[src/rtl/pwr_seq_pkg.sv]
package pwr_seq_pkg;

  typedef enum logic [2:0] {
    MODE_RESET   = 3'd0,
    MODE_STANDBY = 3'd1,
    MODE_STARTUP = 3'd2,
    MODE_SOFTST  = 3'd3,
    MODE_NORMAL  = 3'd4
  } pwr_mode_e;

  localparam int unsigned CTRL_ADDR    = 0;
  localparam int unsigned VOUT_ADDR    = 1;
  localparam int unsigned WAKE_BIT     = 0;
  localparam int unsigned BOOST_BIT    = 1;
  localparam logic [7:0]  VOUT_DEFAULT = 8'h3F;

endpackage

[src/rtl/pwr_seq_regs.sv]
module pwr_seq_regs
  import pwr_seq_pkg::*;
#(
  parameter int unsigned NUM_REGS = 8,
  parameter int unsigned DATA_W   = 8,
  localparam int unsigned ADDR_W  = $clog2(NUM_REGS)
) (
  input  logic              clk,
  input  logic              rst_n,
  input  logic              clr,
  input  logic              we,
  input  logic [ADDR_W-1:0] waddr,
  input  logic [DATA_W-1:0] wdata,
  input  logic [ADDR_W-1:0] raddr,
  output logic [DATA_W-1:0] rdata,
  output logic [DATA_W-1:0] ctrl_q,
  output logic [DATA_W-1:0] vout_q
);

  logic [DATA_W-1:0] regs_q [NUM_REGS];

  for (genvar gi = 0; gi < NUM_REGS; gi++) begin : g_reg
    localparam logic [DATA_W-1:0] RST_VAL =
      (gi == VOUT_ADDR) ? DATA_W'(VOUT_DEFAULT) : '0;
    logic hit;
    assign hit = we && (waddr == ADDR_W'(gi));

    always_ff @(posedge clk or negedge rst_n) begin
      if (!rst_n) begin
        regs_q[gi] <= RST_VAL;
      end else if (clr) begin
        regs_q[gi] <= RST_VAL;
      end else if (hit) begin
        regs_q[gi] <= wdata;
      end
    end
  end

  assign rdata  = regs_q[raddr];
  assign ctrl_q = regs_q[CTRL_ADDR];
  assign vout_q = regs_q[VOUT_ADDR];

endmodule

[src/rtl/pwr_seq_timer.sv]
module pwr_seq_timer #(
  parameter int unsigned DELAY_CYCLES = 500000,
  localparam int unsigned CNT_W = (DELAY_CYCLES > 2) ? $clog2(DELAY_CYCLES) : 1
) (
  input  logic clk,
  input  logic rst_n,
  input  logic clr,
  input  logic run,
  output logic done
);

  logic [CNT_W-1:0] cnt_q;
  logic [CNT_W-1:0] cnt_d;
  logic             cnt_en;

  assign done   = run && (cnt_q == CNT_W'(DELAY_CYCLES - 1));
  assign cnt_en = clr || run;

  always_comb begin
    cnt_d = cnt_q;
    if (clr) begin
      cnt_d = '0;
    end else if (run) begin
      cnt_d = cnt_q + 1'b1;
    end
  end

  always_ff @(posedge clk or negedge rst_n) begin
    if (!rst_n) begin
      cnt_q <= '0;
    end else if (cnt_en) begin
      cnt_q <= cnt_d;
    end
  end

endmodule

[src/rtl/pwr_seq_fsm.sv]
module pwr_seq_fsm
  import pwr_seq_pkg::*;
(
  input  logic      clk,
  input  logic      rst_n,
  input  logic      rst_req,
  input  logic      thsd,
  input  logic      wake,
  input  logic      boost_req,
  input  logic      dly_done,
  output pwr_mode_e state_q,
  output logic      boost_on_q,
  output logic      tmr_clr,
  output logic      tmr_run
);

  pwr_mode_e state_d;
  logic      boost_on_d;

  always_comb begin
    state_d = state_q;
    if (rst_req) begin
      state_d = MODE_RESET;
    end else if (state_q == MODE_RESET) begin
      state_d = MODE_STANDBY;
    end else if (!wake) begin
      state_d = MODE_STANDBY;
    end else begin
      case (state_q)
        MODE_STANDBY: state_d = MODE_STARTUP;
        MODE_STARTUP: begin
          if (!thsd && dly_done) begin
            state_d = boost_req ? MODE_SOFTST : MODE_NORMAL;
          end
        end
        MODE_SOFTST: begin
          if (thsd) begin
            state_d = MODE_STARTUP;
          end else if (!boost_req || dly_done) begin
            state_d = MODE_NORMAL;
          end
        end
        MODE_NORMAL: begin
          if (thsd) begin
            state_d = MODE_STARTUP;
          end else if (boost_req && !boost_on_q) begin
            state_d = MODE_SOFTST;
          end
        end
        default: state_d = MODE_RESET;
      endcase
    end
  end

  always_comb begin
    boost_on_d = 1'b0;
    if (state_d == MODE_NORMAL) begin
      if (state_q == MODE_SOFTST) begin
        boost_on_d = boost_req;
      end else if (state_q == MODE_NORMAL) begin
        boost_on_d = boost_on_q && boost_req;
      end
    end
  end

  assign tmr_run = ((state_q == MODE_STARTUP) && !thsd) || (state_q == MODE_SOFTST);
  assign tmr_clr = (state_d != state_q) || ((state_q == MODE_STARTUP) && thsd);

  always_ff @(posedge clk or negedge rst_n) begin
    if (!rst_n) begin
      state_q    <= MODE_RESET;
      boost_on_q <= 1'b0;
    end else begin
      state_q    <= state_d;
      boost_on_q <= boost_on_d;
    end
  end

endmodule

[src/rtl/pwr_seq_ctrl.sv]
module pwr_seq_ctrl
  import pwr_seq_pkg::*;
#(
  parameter int unsigned CLK_HZ       = 50_000_000,
  parameter int unsigned DELAY_CYCLES = CLK_HZ / 100,
  parameter int unsigned NUM_REGS     = 8,
  parameter int unsigned DATA_W       = 8,
  localparam int unsigned ADDR_W      = $clog2(NUM_REGS)
) (
  input  logic              clk,
  input  logic              rst_n,
  input  logic              ext_rst_n,
  input  logic              por_flag,
  input  logic              thsd_flag,
  input  logic              wr_en,
  input  logic [ADDR_W-1:0] wr_addr,
  input  logic [DATA_W-1:0] wr_data,
  input  logic [ADDR_W-1:0] rd_addr,
  output logic [DATA_W-1:0] rd_data,
  output logic [2:0]        mode,
  output logic              bias_en,
  output logic              boost_en,
  output logic              boost_pfm,
  output logic              func_en
);

  logic [1:0]        rst_sync_q;
  logic              rst_s_n;
  logic              rst_req;
  logic              reg_we;
  logic [DATA_W-1:0] ctrl_q;
  logic [DATA_W-1:0] vout_q;
  logic              wake_bit;
  logic              boost_bit;
  logic              dly_done;
  logic              tmr_clr;
  logic              tmr_run;
  logic              boost_on_q;
  pwr_mode_e         state_q;

  always_ff @(posedge clk or negedge rst_n) begin
    if (!rst_n) begin
      rst_sync_q <= 2'b00;
    end else begin
      rst_sync_q <= {rst_sync_q[0], 1'b1};
    end
  end
  assign rst_s_n = rst_sync_q[1];

  assign rst_req   = !ext_rst_n || por_flag;
  assign reg_we    = wr_en && !rst_req && (state_q != MODE_RESET);
  assign wake_bit  = ctrl_q[WAKE_BIT];
  assign boost_bit = ctrl_q[BOOST_BIT];

  pwr_seq_regs #(
    .NUM_REGS (NUM_REGS),
    .DATA_W   (DATA_W)
  ) i_regs (
    .clk    (clk),
    .rst_n  (rst_s_n),
    .clr    (rst_req),
    .we     (reg_we),
    .waddr  (wr_addr),
    .wdata  (wr_data),
    .raddr  (rd_addr),
    .rdata  (rd_data),
    .ctrl_q (ctrl_q),
    .vout_q (vout_q)
  );

  pwr_seq_timer #(
    .DELAY_CYCLES (DELAY_CYCLES)
  ) i_timer (
    .clk   (clk),
    .rst_n (rst_s_n),
    .clr   (tmr_clr),
    .run   (tmr_run),
    .done  (dly_done)
  );

  pwr_seq_fsm i_fsm (
    .clk        (clk),
    .rst_n      (rst_s_n),
    .rst_req    (rst_req),
    .thsd       (thsd_flag),
    .wake       (wake_bit),
    .boost_req  (boost_bit),
    .dly_done   (dly_done),
    .state_q    (state_q),
    .boost_on_q (boost_on_q),
    .tmr_clr    (tmr_clr),
    .tmr_run    (tmr_run)
  );

  assign mode      = state_q;
  assign bias_en   = (state_q == MODE_STARTUP) || (state_q == MODE_SOFTST) ||
                     (state_q == MODE_NORMAL);
  assign boost_pfm = (state_q == MODE_SOFTST);
  assign boost_en  = boost_pfm || ((state_q == MODE_NORMAL) && boost_on_q && boost_bit);
  assign func_en   = (state_q == MODE_NORMAL);

endmodule

[config.mk]
export PLATFORM = sky130hd
export DESIGN_NAME = pwr_seq_ctrl
export DESIGN_NICKNAME = d
export VERILOG_FILES = /design/src/rtl/pwr_seq_pkg.sv /design/src/rtl/pwr_seq_regs.sv /design/src/rtl/pwr_seq_timer.sv /design/src/rtl/pwr_seq_fsm.sv /design/src/rtl/pwr_seq_ctrl.sv
export SDC_FILE = /design/constraint.sdc
export NUM_CORES = 1
export LEC_CHECK = 0
export ABC_AREA = 1
export BUFFER_PORTS_ARGS = -buffer_cell sky130_fd_sc_hd__buf_2
export CAP_MARGIN = 40
export CELL_PAD_IN_SITES_DETAIL_PLACEMENT = 0
export CELL_PAD_IN_SITES_GLOBAL_PLACEMENT = 1
export CORE_ASPECT_RATIO = 0.8
export CORE_MARGIN = 5
export CORE_UTILIZATION = 41
export DETAILED_ROUTE_END_ITERATION = 12
export GPL_ROUTABILITY_DRIVEN = 0
export PLACE_DENSITY_LB_ADDON = 0.1
export SLEW_MARGIN = 40
export SYNTH_ARGS = -nofsm -noshare
export SYNTH_HDL_FRONTEND = slang
export SYNTH_SLANG_ARGS = --single-unit
[constraint.sdc]
create_clock -name clk -period 2.4 [get_ports clk]
set_clock_uncertainty 0.05 [all_clocks]
set_input_delay 0.36 -clock clk [delete_from_list [all_inputs] [get_ports clk]]
set_output_delay 0.36 -clock clk [all_outputs]
set_load 0.05 [all_outputs]
==> results.md, run 1 <==
- Worst-path cell chain: buf_4, o21ai_0, a31oi_1, buf_2
- CP Launch Type: flip-flop
- Largest stage delay, worst path: roughly 0.53 ns
- Slew Viols, Final: 0
- First-pass iteration count of the detailed router: 5
- Synth Cell Area: ~0.0046 sq mm
- First-pass GRT wire length: roughly 19 mm
- Final layout net count: about 640
- Pre-CTS WS: around 0.32 ns
- Top post-synthesis cells by count: nand2_1 (110), inv_1 (85), o21ai_0 (85)
- Row count: 34
- Switching Share: 25.20%
- Initial antenna violation count: 0
- Worst setup EP type: primary output
- Cells after DPL: 746
- Initial core utilization: 42.33%
- I/O pins: 35
- Die width: ~130 um
- CTS tree: built
- DPL Wire Length: 8.482 mm
- P_int: about 2.7 mW
- Initial DRC Count: ~270
- Syn avg cell area: 8.165 sq um
- Finished Layout Cells: ~760
- Number of flops mapped to enable cells by yosys: 0
- Worst slew margin: between 50% and 60%
- Sink Count: 89
- Gr usage total: around 18%
- Vias: 3831
- Filler cells: about 1100
- Global routing's busiest layer: met1
- Reg2reg start: i_fsm.state_q[1]$_DFF_PN0_
- Logic pwr share: between 10 and 15%
- YS warnings: 0
- Pin count of the biggest net entering global routing: 40
- Met3 usage: 4.297%
- Worst Tran Pin Value: about 0.66 ns
- Die footprint: between 0.01 and 0.015 sq mm
- Met1 Usage GRT: slightly below 30%
- Num CTS Buffers: 9
- Proportion of layout cells with a drive suffix above 1: 19.39%
- Leak: around 2.6 nW
- P_sw: 0.9033 mW
- Number of global-route vias before repair: about 3800
- FF+latch area: 0.002238 sq mm
- Syn Nets: 590
- DR WL/cell: 15.21 um
- Post-synth top area share: approximately 45%
- Most frequent cell after synthesis: nand2_1
- CP bufs+invs: 2
- CTS clk-pin slew, worst paths: about 0.06 ns
- Upper clock frequency limit: roughly 450 MHz
- Synth cell types: 35
- Final period utilization: 92.42%
- Worst EP required: ~2 ns
- Ys flop type: dfrtp_1
- Utilization after layout: between 40% and 50%
- Worst vdd ir: 0.3315 mV
- Post-synthesis sequential area ratio: around half
- Worst setup path start: i_regs.ctrl_q[1]$_DFFE_PN0P_
- IO buf count: 34
- Post-route setup slack: about 0.18 ns
- Worst hold path type: reg2async
- Setup bufs post-CTS: 0
- Outcome: finished, final reports clean
- Die Height: approximately 110 um
- Tot Pwr: between 3 and 4 mW
- Number of max-cap violations: 0
- FF+latch count, synth: 89
- M2 GR Usage: 23.48%
- Asr flop ratio synth: 100.0%
- Clock power share: between 40 and 50%
- Area grow syn2layout: 16.43%
- Total grt overflow: 0
- Multi-input gate area: 0.001999 sq mm
- ANT nets after route: 0
- R2R Setup Slk: roughly 0.35 ns
- RSZ-0062 raised after global routing: false
- Pwr/cell area: 662.8 mW/mm^2
- Via/cell ratio: roughly 5
- Core ar.: between 0.01 and 0.015 sq mm
- Crit-path slowest cell: o21ai_0
- Synthesized netlist cell count: approximately 570
- Largest area contributor in the netlist: dfrtp_1
- Clock Path Buffers: 2
- Routed wire length: ~12 mm
- Crit-path max FO: 5
- Final min period: ~2.2 ns
- Clock root cell: clkbuf_16
- Ant. Diodes: 0
- H-tree depth: 3
- Top cell family by delay on the critical path: compound AO/OA/AOI/OAI gates
- Worst-Skew Late Latency: around 0.34 ns
- Crit Path Class: reg2out
- Setup violators final: 0
- Seq pwr share: between 40% and 50%
- Synth top area cells: dfrtp_1 (45%), o21ai_0 (9.2%), nand2_1 (8.9%)
- Crit path DAT: between 1.5 and 2 ns
- Residual DRC count: 0
- Final Hold Viols: 0
- Hold slack: ~0.21 ns
[state kept, by name, indices dropped and copies added, names as in the netlist]
signal and count:
i_fsm.boost_on_q 1, i_fsm.state_q 3, i_regs.ctrl_q 8, i_regs.regs_q 48, i_regs.vout_q 8, i_timer.cnt_q 19, rst_sync_q 2
[kinds of logic after synthesis]
logic type	Yosys count	synth area share (%)
adder cells (fa/ha/maj)	1	0.2693
flip-flops	89	48.10
AO/OA/AOI/OAI	135	15.54
XOR/XNOR	17	3.205
multiplexers	15	3.609
AND/OR/NAND/NOR	204	20.25
other	1	0.08072
buffers and inverters	107	8.941
[worst reg2reg max path, stage by stage, from the launching register on]
cell and delay [ns]:
dfrtp_1 0.41, inv_2 0.10, nor2_4 0.15, nand2_4 0.12
nor2_4 0.10, nand3_2 0.11, nand2_2 0.09, nand2_1 0.05
nand2_1 0.06, nand3_2 0.07, nand2_2 0.08, nand2_1 0.06
nand2_2 0.08, nand3_4 0.25, nor2_1 0.18
[layout make-up]
type                       instances  area share, %
tap                              144          3.331
clock inverter                     4          1.365
clock buffer                      12          4.927
multi-input combinational        373          36.97
inverter                          90          6.246
sequential                        89          41.38
timing repair buffer              51          5.783
[layout by cell type, fill, tap and decap left out, types with 14 or more instances in the layout]
cell type  instances
a21oi_1           26
buf_2             34
buf_4             15
dfrtp_1           82
inv_1             85
mux2_2            14
nand2_1          110
nand3_1           15
nor2_1            44
o21ai_0           83
xor2_1            15
[timing repair]
action | CTS | global route
hold buffers | 1 | 0
hold endpoints to repair | 2 | 0
gates resized for setup | 0 | 0
[per-layer routing]
metal / up-vias / share of wire, % / routed length, um
met4: 0 / 0.82 / 95
met5: - / 0 / 0
met2: 80 / 40 / 4596
met3: 8 / 4.7 / 550
li1: 1919 / - / -
met1: 1824 / 55 / 6363
[per-stage QoR]
stage          instance area [sq um]  setup TNS [ns]
4_1_cts                         5409               0
6_report                        5409               0
3_3_place_gp                    5059               0
3_5_place_dp                    5059               0
5_1_grt                         5409               0
2_1_floorplan                   4651         -0.6393
[final timing paths]
check / to / cells after the start
max: rd_data[1] / 4
min: i_regs.regs_q[13]$_DFFE_PN0P_ / 0
max reg2reg: i_timer.cnt_q[5]$_DFFE_PN0P_ / 14
min reg2reg: i_regs.regs_q[13]$_DFFE_PN0P_ / 0
max in group asynchronous: i_timer.cnt_q[11]$_DFFE_PN0P_ / 1
min in group clk: i_regs.vout_q[1]$_DFFE_PN1P_ / 3
[power groups by stage]
stage	clock (mW)	sequential, mW	combinational, mW
6_report	1.59	1.60	0.399
5_1_grt	1.68	1.61	0.444
4_1_cts	1.62	1.60	0.403
3_5_place_dp	0	1.63	0.400
3_3_place_gp	0	1.63	0.397
2_1_floorplan	0	1.64	0.256
(Power assumes the default switching activity.)
==> run 2: changes to the inputs <==
--- a/config.mk
+++ b/config.mk
@@ -5,14 +5,13 @@
 export SDC_FILE = /design/constraint.sdc
 export NUM_CORES = 1
 export LEC_CHECK = 0
-export ABC_AREA = 1
 export BUFFER_PORTS_ARGS = -buffer_cell sky130_fd_sc_hd__buf_2
 export CAP_MARGIN = 40
 export CELL_PAD_IN_SITES_DETAIL_PLACEMENT = 0
 export CELL_PAD_IN_SITES_GLOBAL_PLACEMENT = 1
 export CORE_ASPECT_RATIO = 0.8
 export CORE_MARGIN = 5
-export CORE_UTILIZATION = 41
+export CORE_UTILIZATION = 43
 export DETAILED_ROUTE_END_ITERATION = 12
 export GPL_ROUTABILITY_DRIVEN = 0
 export PLACE_DENSITY_LB_ADDON = 0.1
==> results.md, run 2 <==
- Number of flops mapped to enable cells by yosys: 0 (unchanged)
- Number of global-route vias before repair: 3367 (was 3759)
- First-pass GRT wire length: 18.02 mm (was 19.48 mm)
- Syn Nets: 442 (was 590)
- Die width: 125.8 um (was 129.0 um)
- Initial DRC Count: 157 (was 268)
- Row count: 33 (was 34)
- Worst slew margin: 51.37% (was 55.76%)
- Outcome: complete, but fails checks (was finished, final reports clean)
- Worst Tran Pin Value: 0.7286 ns (was 0.6612 ns)
- DR WL/cell: 17.39 um (was 15.21 um)
- RSZ-0062 raised after global routing: true (was false)
- CTS clk-pin slew, worst paths: 0.06 ns (about the same)
- Upper clock frequency limit: 407.0 MHz (was 450.8 MHz)
- CTS tree: built (unchanged)
- FF+latch area: 0.002241 sq mm (was 0.002238 sq mm)
- Synth cell types: 47 (was 35)
- Most frequent cells in the layout: nor2_1 (91), dfrtp_1 (80), mux2i_1 (64) (was nand2_1 (110), inv_1 (85), o21ai_0 (83))
- I/O pins: 35 (unchanged)
- Slew Viols, Final: 0 (unchanged)
- Clock Path Buffers: 2 (unchanged)
- Most frequent cell after synthesis: nor2_1 (was nand2_1)
- Total grt overflow: 0 (unchanged)
- Final layout net count: 495 (was 635)
- Vias: 3252 (was 3831)
- Largest area contributor in the netlist: dfrtp_1 (unchanged)
- Core ar.: 0.01036 sq mm (was 0.01098 sq mm)
- Final period utilization: 102.4% (was 92.42%)
- Pwr/cell area: 580.7 mW/mm^2 (was 662.8 mW/mm^2)
- Ys flop type: dfrtp_1 (unchanged)
- Top post-synthesis cells by count: nor2_1 (94), dfrtp_1 (83), mux2i_1 (64) (was nand2_1 (110), inv_1 (85), o21ai_0 (85))
- CP bufs+invs: 2 (unchanged)
- Pre-CTS WS: -0.1966 ns (was 0.3217 ns)
- Synth Cell Area: 0.004616 sq mm (was 0.004646 sq mm)
- Worst-path cell chain: or4_1, or4_4, buf_6, o211ai_1, a21oi_2, o211ai_4, buf_12, nor2_1 (was buf_4, o21ai_0, a31oi_1, buf_2)
- Utilization after layout: 53.34% (was 49.28%)
- Syn avg cell area: 10.96 sq um (was 8.165 sq um)
- FF+latch count, synth: 89 (unchanged)
- Largest stage delay, worst path: 0.61 ns (was 0.53 ns)
- Max FFs per register: 48 (unchanged)
- Asr flop ratio synth: 100.0% (unchanged)
- Levels on crit path: 8 (was 4)
- IO buf count: 34 (unchanged)
- Leak: 2.352 nW (was 2.568 nW)
- Multi-input gate area: 0.002273 sq mm (was 0.001999 sq mm)
- Proportion of layout cells with a drive suffix above 1: 27.35% (was 19.39%)
- Filler cells: 944 (was 1077)
- Post-layout instance area: 0.005528 sq mm (was 0.005409 sq mm)
- CP Launch Type: flip-flop (unchanged)
- DPL Wire Length: 7.293 mm (was 8.482 mm)
- Top cell family by delay on the critical path: simple AND/OR/NAND/NOR gates (was compound AO/OA/AOI/OAI gates)
- Pin count of the biggest net entering global routing: 35 (was 40)
- First-pass iteration count of the detailed router: 4 (was 5)
- FF-to-FF path depth: 8 (was 14)
- H-tree depth: 3 (unchanged)
- Post-route setup slack: -0.05701 ns (was 0.1820 ns)
- Crit Path Class: reg2reg (was reg2out)
- Worst hold path type: reg2async (unchanged)
- Crit-path slowest cell: or4_4 (was o21ai_0)
- Num CTS Buffers: 9 (unchanged)
- Largest regs: i_regs.regs_q (48), i_timer.cnt_q (19) (unchanged)
- Initial antenna violation count: 0 (unchanged)
- Worst setup EP type: flip-flop (was primary output)
- Area grow syn2layout: 19.76% (was 16.43%)
- Sink Count: 89 (unchanged)
- Die footprint: 0.01292 sq mm (was 0.01357 sq mm)
- Gr usage total: 17.96% (was 18.04%)
- Setup violators final: 19 (was 0)
- Crit path DAT: 2.63 ns (was 1.81 ns)
- Final min period: 2.457 ns (was 2.218 ns)
- Post-synthesis sequential area ratio: 48.41% (was 48.10%)
- Ant. Diodes: 0 (unchanged)
- Crit-path max FO: 19 (was 5)
- Final Hold Viols: 0 (unchanged)
- Synthesized netlist cell count: 421 (was 569)
- Commonest non-fill, non-tap cell in the layout: nor2_1 (was nand2_1)
- Residual DRC count: 0 (unchanged)
- Die Height: 102.7 um (was 105.2 um)
- Worst EP required: 2.57 ns (was 1.99 ns)
- Post-synth top area share: 45.00% (was 44.71%)
- ANT nets after route: 0 (unchanged)
- Synth top area cells: dfrtp_1 (45%), mux2i_1 (14%), mux4_2 (7.8%) (was dfrtp_1 (45%), o21ai_0 (9.2%), nand2_1 (8.9%))
- Via/cell ratio: 5.254 (was 5.021)
- Initial core utilization: 44.54% (was 42.33%)
- Worst vdd ir: 0.3812 mV (was 0.3315 mV)
- Routed wire length: 10.77 mm (was 11.61 mm)
- Failing checks: setup timing
- YS warnings: 0 (unchanged)
- Worst-Skew Late Latency: 0.33 ns (was 0.34 ns)
- Number of max-cap violations: 0 (unchanged)
- Area after DPL: 0.005152 sq mm (was 0.005059 sq mm)
- Clock root cell: clkbuf_16 (unchanged)
- Biggest register: i_regs.regs_q (unchanged)
## run 2: logic make-up (layout without fill, tap and decap cells)
group,count (synthesis),in the layout,share of synthesized area [%]
and+or+nand+nor,163,163,16.18
DFF,89,89,48.41
muxes,88,88,23.64
buffers and inverters,36,94,3.090
AOI/OAI and AO/OA,23,23,4.527
xor gates and xnor gates,20,20,3.795
adders and majority gates,1,1,0.2710
other,1,1,0.08124
## run 2: path summary, 6_finish.rpt
kind                                              start  slack [ns]                       endpoint
setup / recovery           i_timer.cnt_q[7]$_DFFE_PN0P_       -0.06  i_timer.cnt_q[14]$_DFFE_PN0P_
hold / removal                  rst_sync_q[1]$_DFF_PN0_        0.22  i_regs.regs_q[26]$_DFFE_PN0P_
setup reg to reg           i_timer.cnt_q[7]$_DFFE_PN0P_       -0.06  i_timer.cnt_q[14]$_DFFE_PN0P_
hold reg to reg                 rst_sync_q[1]$_DFF_PN0_        0.22  i_regs.regs_q[26]$_DFFE_PN0P_
max in group asynchronous       rst_sync_q[1]$_DFF_PN0_        1.39   i_regs.vout_q[3]$_DFFE_PN1P_
min in group clk                rst_sync_q[0]$_DFF_PN0_        0.30        rst_sync_q[1]$_DFF_PN0_
## run 2: worst reg2reg max path, cell delays in order, from the launching register on
cell	delay [ns]
dfrtp_1	0.38
or4_1	0.51
or4_4	0.61
buf_6	0.15
o211ai_1	0.20
a21oi_2	0.11
o211ai_4	0.10
buf_12	0.17
nor2_1	0.06
## run 2: report_power, final
part | switching, mW | total [mW] | internal [mW]
clock network | 0.588 | 1.46 | 0.869
registers | 0.0153 | 1.52 | 1.51
logic | 0.146 | 0.231 | 0.0848
total | 0.750 | 3.21 | 2.46
## run 2: repair_timing
item,CTS,global route
setup endpoints to repair,19,20
gates resized for setup,3,1
endpoints found under the hold margin,2,0
cloned,0,0
buffers inserted,1,1
pin swaps,1,1
hold buffers,1,0
## run 2: metrics by stage
step / TNS (ns) / hold slack (ns) / power, mW / instances
2_1_floorplan: -0.05848 / 0.01441 / 1.692 / 421
3_3_place_gp: -2.368 / 0.09684 / 1.772 / 600
3_5_place_dp: -3.239 / 0.09807 / 1.773 / 600
4_1_cts: -0.8333 / 0.2416 / 3.259 / 618
5_1_grt: -2.601 / 0.2713 / 3.345 / 619
6_report: -0.9744 / 0.2230 / 3.210 / 619
## run 2: layer usage
layer	share of wire, %	up-vias	routed length (um)	global-route usage (%)
met5	0	-	0	0
met3	5.0	10	541	4.972
met4	0.73	0	79	3.627
met2	44	73	4757	27.44
li1	-	1561	-	-
met1	50	1608	5388	26.03
## run 2: final cells by class
type	count	area share, %
Timing Repair Buffer	69	8.850
Inverter	9	0.6111
Sequential cell	89	40.54
Clock inverter	5	1.132
Tap cell	140	3.169
Multi-Input combinational cell	296	41.13
Clock buffer	11	4.572
==> run 3: changes to the inputs <==
--- a/config.mk
+++ b/config.mk
@@ -15,6 +15,7 @@
 export DETAILED_ROUTE_END_ITERATION = 12
 export GPL_ROUTABILITY_DRIVEN = 0
 export PLACE_DENSITY_LB_ADDON = 0.1
+export RECOVER_POWER = 100
 export SLEW_MARGIN = 40
 export SYNTH_ARGS = -nofsm -noshare
 export SYNTH_HDL_FRONTEND = slang
==> results.md, run 3 (same netlist as run 2, synthesis figures left out) <==
- Vias: 3251 (was 3252)
- CTS tree: built (unchanged)
- Initial core utilization: 44.54% (unchanged)
- Leak: 2.318 nW (was 2.352 nW)
- Die Height: 102.7 um (unchanged)
- CP Launch Type: flip-flop (unchanged)
- Post-layout instance area: 0.005483 sq mm (was 0.005528 sq mm)
- Routed wire length: 10.75 mm (was 10.77 mm)
- Failing checks: setup timing (unchanged)
- Worst EP required: 2.58 ns (was 2.57 ns)
- Setup violators final: 19 (unchanged)
- Clock root cell: clkbuf_16 (unchanged)
- Total grt overflow: 0 (unchanged)
- Die width: 125.8 um (unchanged)
- Slew Viols, Final: 0 (unchanged)
- Initial antenna violation count: 0 (unchanged)
- Row count: 33 (unchanged)
- Final layout net count: 495 (unchanged)
- Worst-Skew Late Latency: 0.34 ns (was 0.33 ns)
- RSZ-0062 raised after global routing: true (unchanged)
- Final Hold Viols: 0 (unchanged)
- Ant. Diodes: 0 (unchanged)
- Sink Count: 89 (unchanged)
- Crit path DAT: 2.63 ns (about the same)
- H-tree depth: 3 (unchanged)
- Residual DRC count: 0 (unchanged)
- Worst slew margin: 12.59% (was 51.37%)
- DPL Wire Length: 7.293 mm (unchanged)
- Worst vdd ir: 0.3826 mV (was 0.3812 mV)
- Worst hold path type: in2async (was reg2async)
- Area after DPL: 0.005152 sq mm (unchanged)
- Num CTS Buffers: 9 (unchanged)
- Core ar.: 0.01036 sq mm (unchanged)
- Hold slack: 0.2877 ns (was 0.2230 ns)
- Final period utilization: 102.3% (was 102.4%)
- Pwr/cell area: 585.2 mW/mm^2 (was 580.7 mW/mm^2)
- Commonest non-fill, non-tap cell in the layout: nor2_1 (unchanged)
- Clock Path Buffers: 2 (unchanged)
- First-pass GRT wire length: 18.02 mm (unchanged)
- Largest regs: i_regs.regs_q (48), i_timer.cnt_q (19) (unchanged)
- IO buf count: 34 (unchanged)
- Outcome: complete, but fails checks (unchanged)
- Biggest register: i_regs.regs_q (unchanged)
- I/O pins: 35 (unchanged)
- Pin count of the biggest net entering global routing: 35 (unchanged)
- First-pass iteration count of the detailed router: 4 (unchanged)
- Worst Tran Pin Value: 1.311 ns (was 0.7286 ns)
- Crit Path Class: reg2reg (unchanged)
- Post-route setup slack: -0.05556 ns (was -0.05701 ns)
- Max FFs per register: 48 (unchanged)
- Gr usage total: 17.96% (unchanged)
- CTS clk-pin slew, worst paths: 0.06 ns (about the same)
- Most frequent cells in the layout: nor2_1 (91), dfrtp_1 (81), mux2i_1 (64) (was nor2_1 (91), dfrtp_1 (80), mux2i_1 (64))
- ANT nets after route: 0 (unchanged)
- R2R Setup Slk: -0.06 ns (about the same)
- Upper clock frequency limit: 407.2 MHz (was 407.0 MHz)
- Worst setup EP type: flip-flop (unchanged)
- Number of global-route vias before repair: 3367 (unchanged)
- Setup TNS: -0.9459 ns (was -0.9744 ns)
- Final min period: 2.456 ns (was 2.457 ns)
- Number of max-cap violations: 0 (unchanged)
- Die footprint: 0.01292 sq mm (unchanged)
- Pre-CTS WS: -0.1966 ns (unchanged)
- Via/cell ratio: 5.252 (was 5.254)
- DR WL/cell: 17.36 um (was 17.39 um)
- Crit-path max FO: 19 (unchanged)
- Utilization after layout: 52.90% (was 53.34%)
- Initial DRC Count: 170 (was 157)
- Proportion of layout cells with a drive suffix above 1: 25.47% (was 27.35%)
- Area grow syn2layout: 18.79% (was 19.76%)
[run 3: cell types whose count changed in the layout (fill, tap and decap cells not counted), moves of 6 or more]
cell      change
clkbuf_2     +10
clkbuf_1      +7
buf_2         -6
buf_4        -11
[run 3: worst paths after layout]
path	endpoint	start	cells past startpoint
min in group clk	rst_sync_q[1]$_DFF_PN0_	rst_sync_q[0]$_DFF_PN0_	0
worst max-delay path	i_timer.cnt_q[5]$_DFFE_PN0P_	i_timer.cnt_q[7]$_DFFE_PN0P_	8
worst min register to register	rst_sync_q[1]$_DFF_PN0_	rst_sync_q[0]$_DFF_PN0_	0
worst min-delay path	rst_sync_q[0]$_DFF_PN0_	rst_n	2
worst max register to register	i_timer.cnt_q[5]$_DFFE_PN0P_	i_timer.cnt_q[7]$_DFFE_PN0P_	8
max in group asynchronous	i_fsm.state_q[1]$_DFF_PN0_	rst_sync_q[1]$_DFF_PN0_	1
[run 3: timing repair]
action / in CTS / in global routing
gates cloned: 0 / 0
buffers inserted: 1 / 1
pin swaps: 1 / 1
endpoints found under the setup margin: 19 / 20
resized for setup: 3 / 1
endpoints found under the hold margin: 2 / 0
hold buffers: 1 / 0
[run 3: critical path: stages, from the launching register on]
cell	delay [ns]
dfrtp_1	0.38
or4_1	0.51
or4_4	0.61
buf_6	0.15
o211ai_1	0.20
a21oi_2	0.10
o211ai_4	0.10
buf_12	0.17
nor2_1	0.06
[run 3: area by class of cell]
| type | count | area (sq um) |
|---|---|---|
| fill | 957 | 4881 |
| multi-input combinational | 296 | 2268 |
| sequential | 89 | 2237 |
| timing repair buffer | 69 | 452.9 |
| clock buffer | 11 | 252.7 |
| tap | 140 | 175.2 |
| clock inverter | 5 | 62.56 |
| inverter | 9 | 33.78 |
[run 3: where the power goes]
part	internal [mW]	leakage, nW	total (mW)	switching (mW)
clock	0.869	0.148	1.46	0.592
combinational	0.0812	0.956	0.227	0.146
sequential	1.51	1.21	1.52	0.0150
[run 3: metrics by stage]
| step | total power, mW | std cells |
|---|---|---|
| 4_1_cts | 3.259 | 618 |
| 2_1_floorplan | 1.692 | 421 |
| 5_1_grt | 3.340 | 619 |
| 6_report | 3.209 | 619 |
| 3_5_place_dp | 1.773 | 600 |
| 3_3_place_gp | 1.772 | 600 |
[run 3: per-layer routing]
layer  vias to the layer above  wire, um  share of wire (%)  global-route usage, %
met1                      1603      5393                 50                  26.03
met2                        71      4730                 44                  27.44
met3                        11       514                4.8                  4.972
li1                       1566         -                  -                      -
met4                         0       107                1.0                  3.627
met5                         -         0                  0                      0
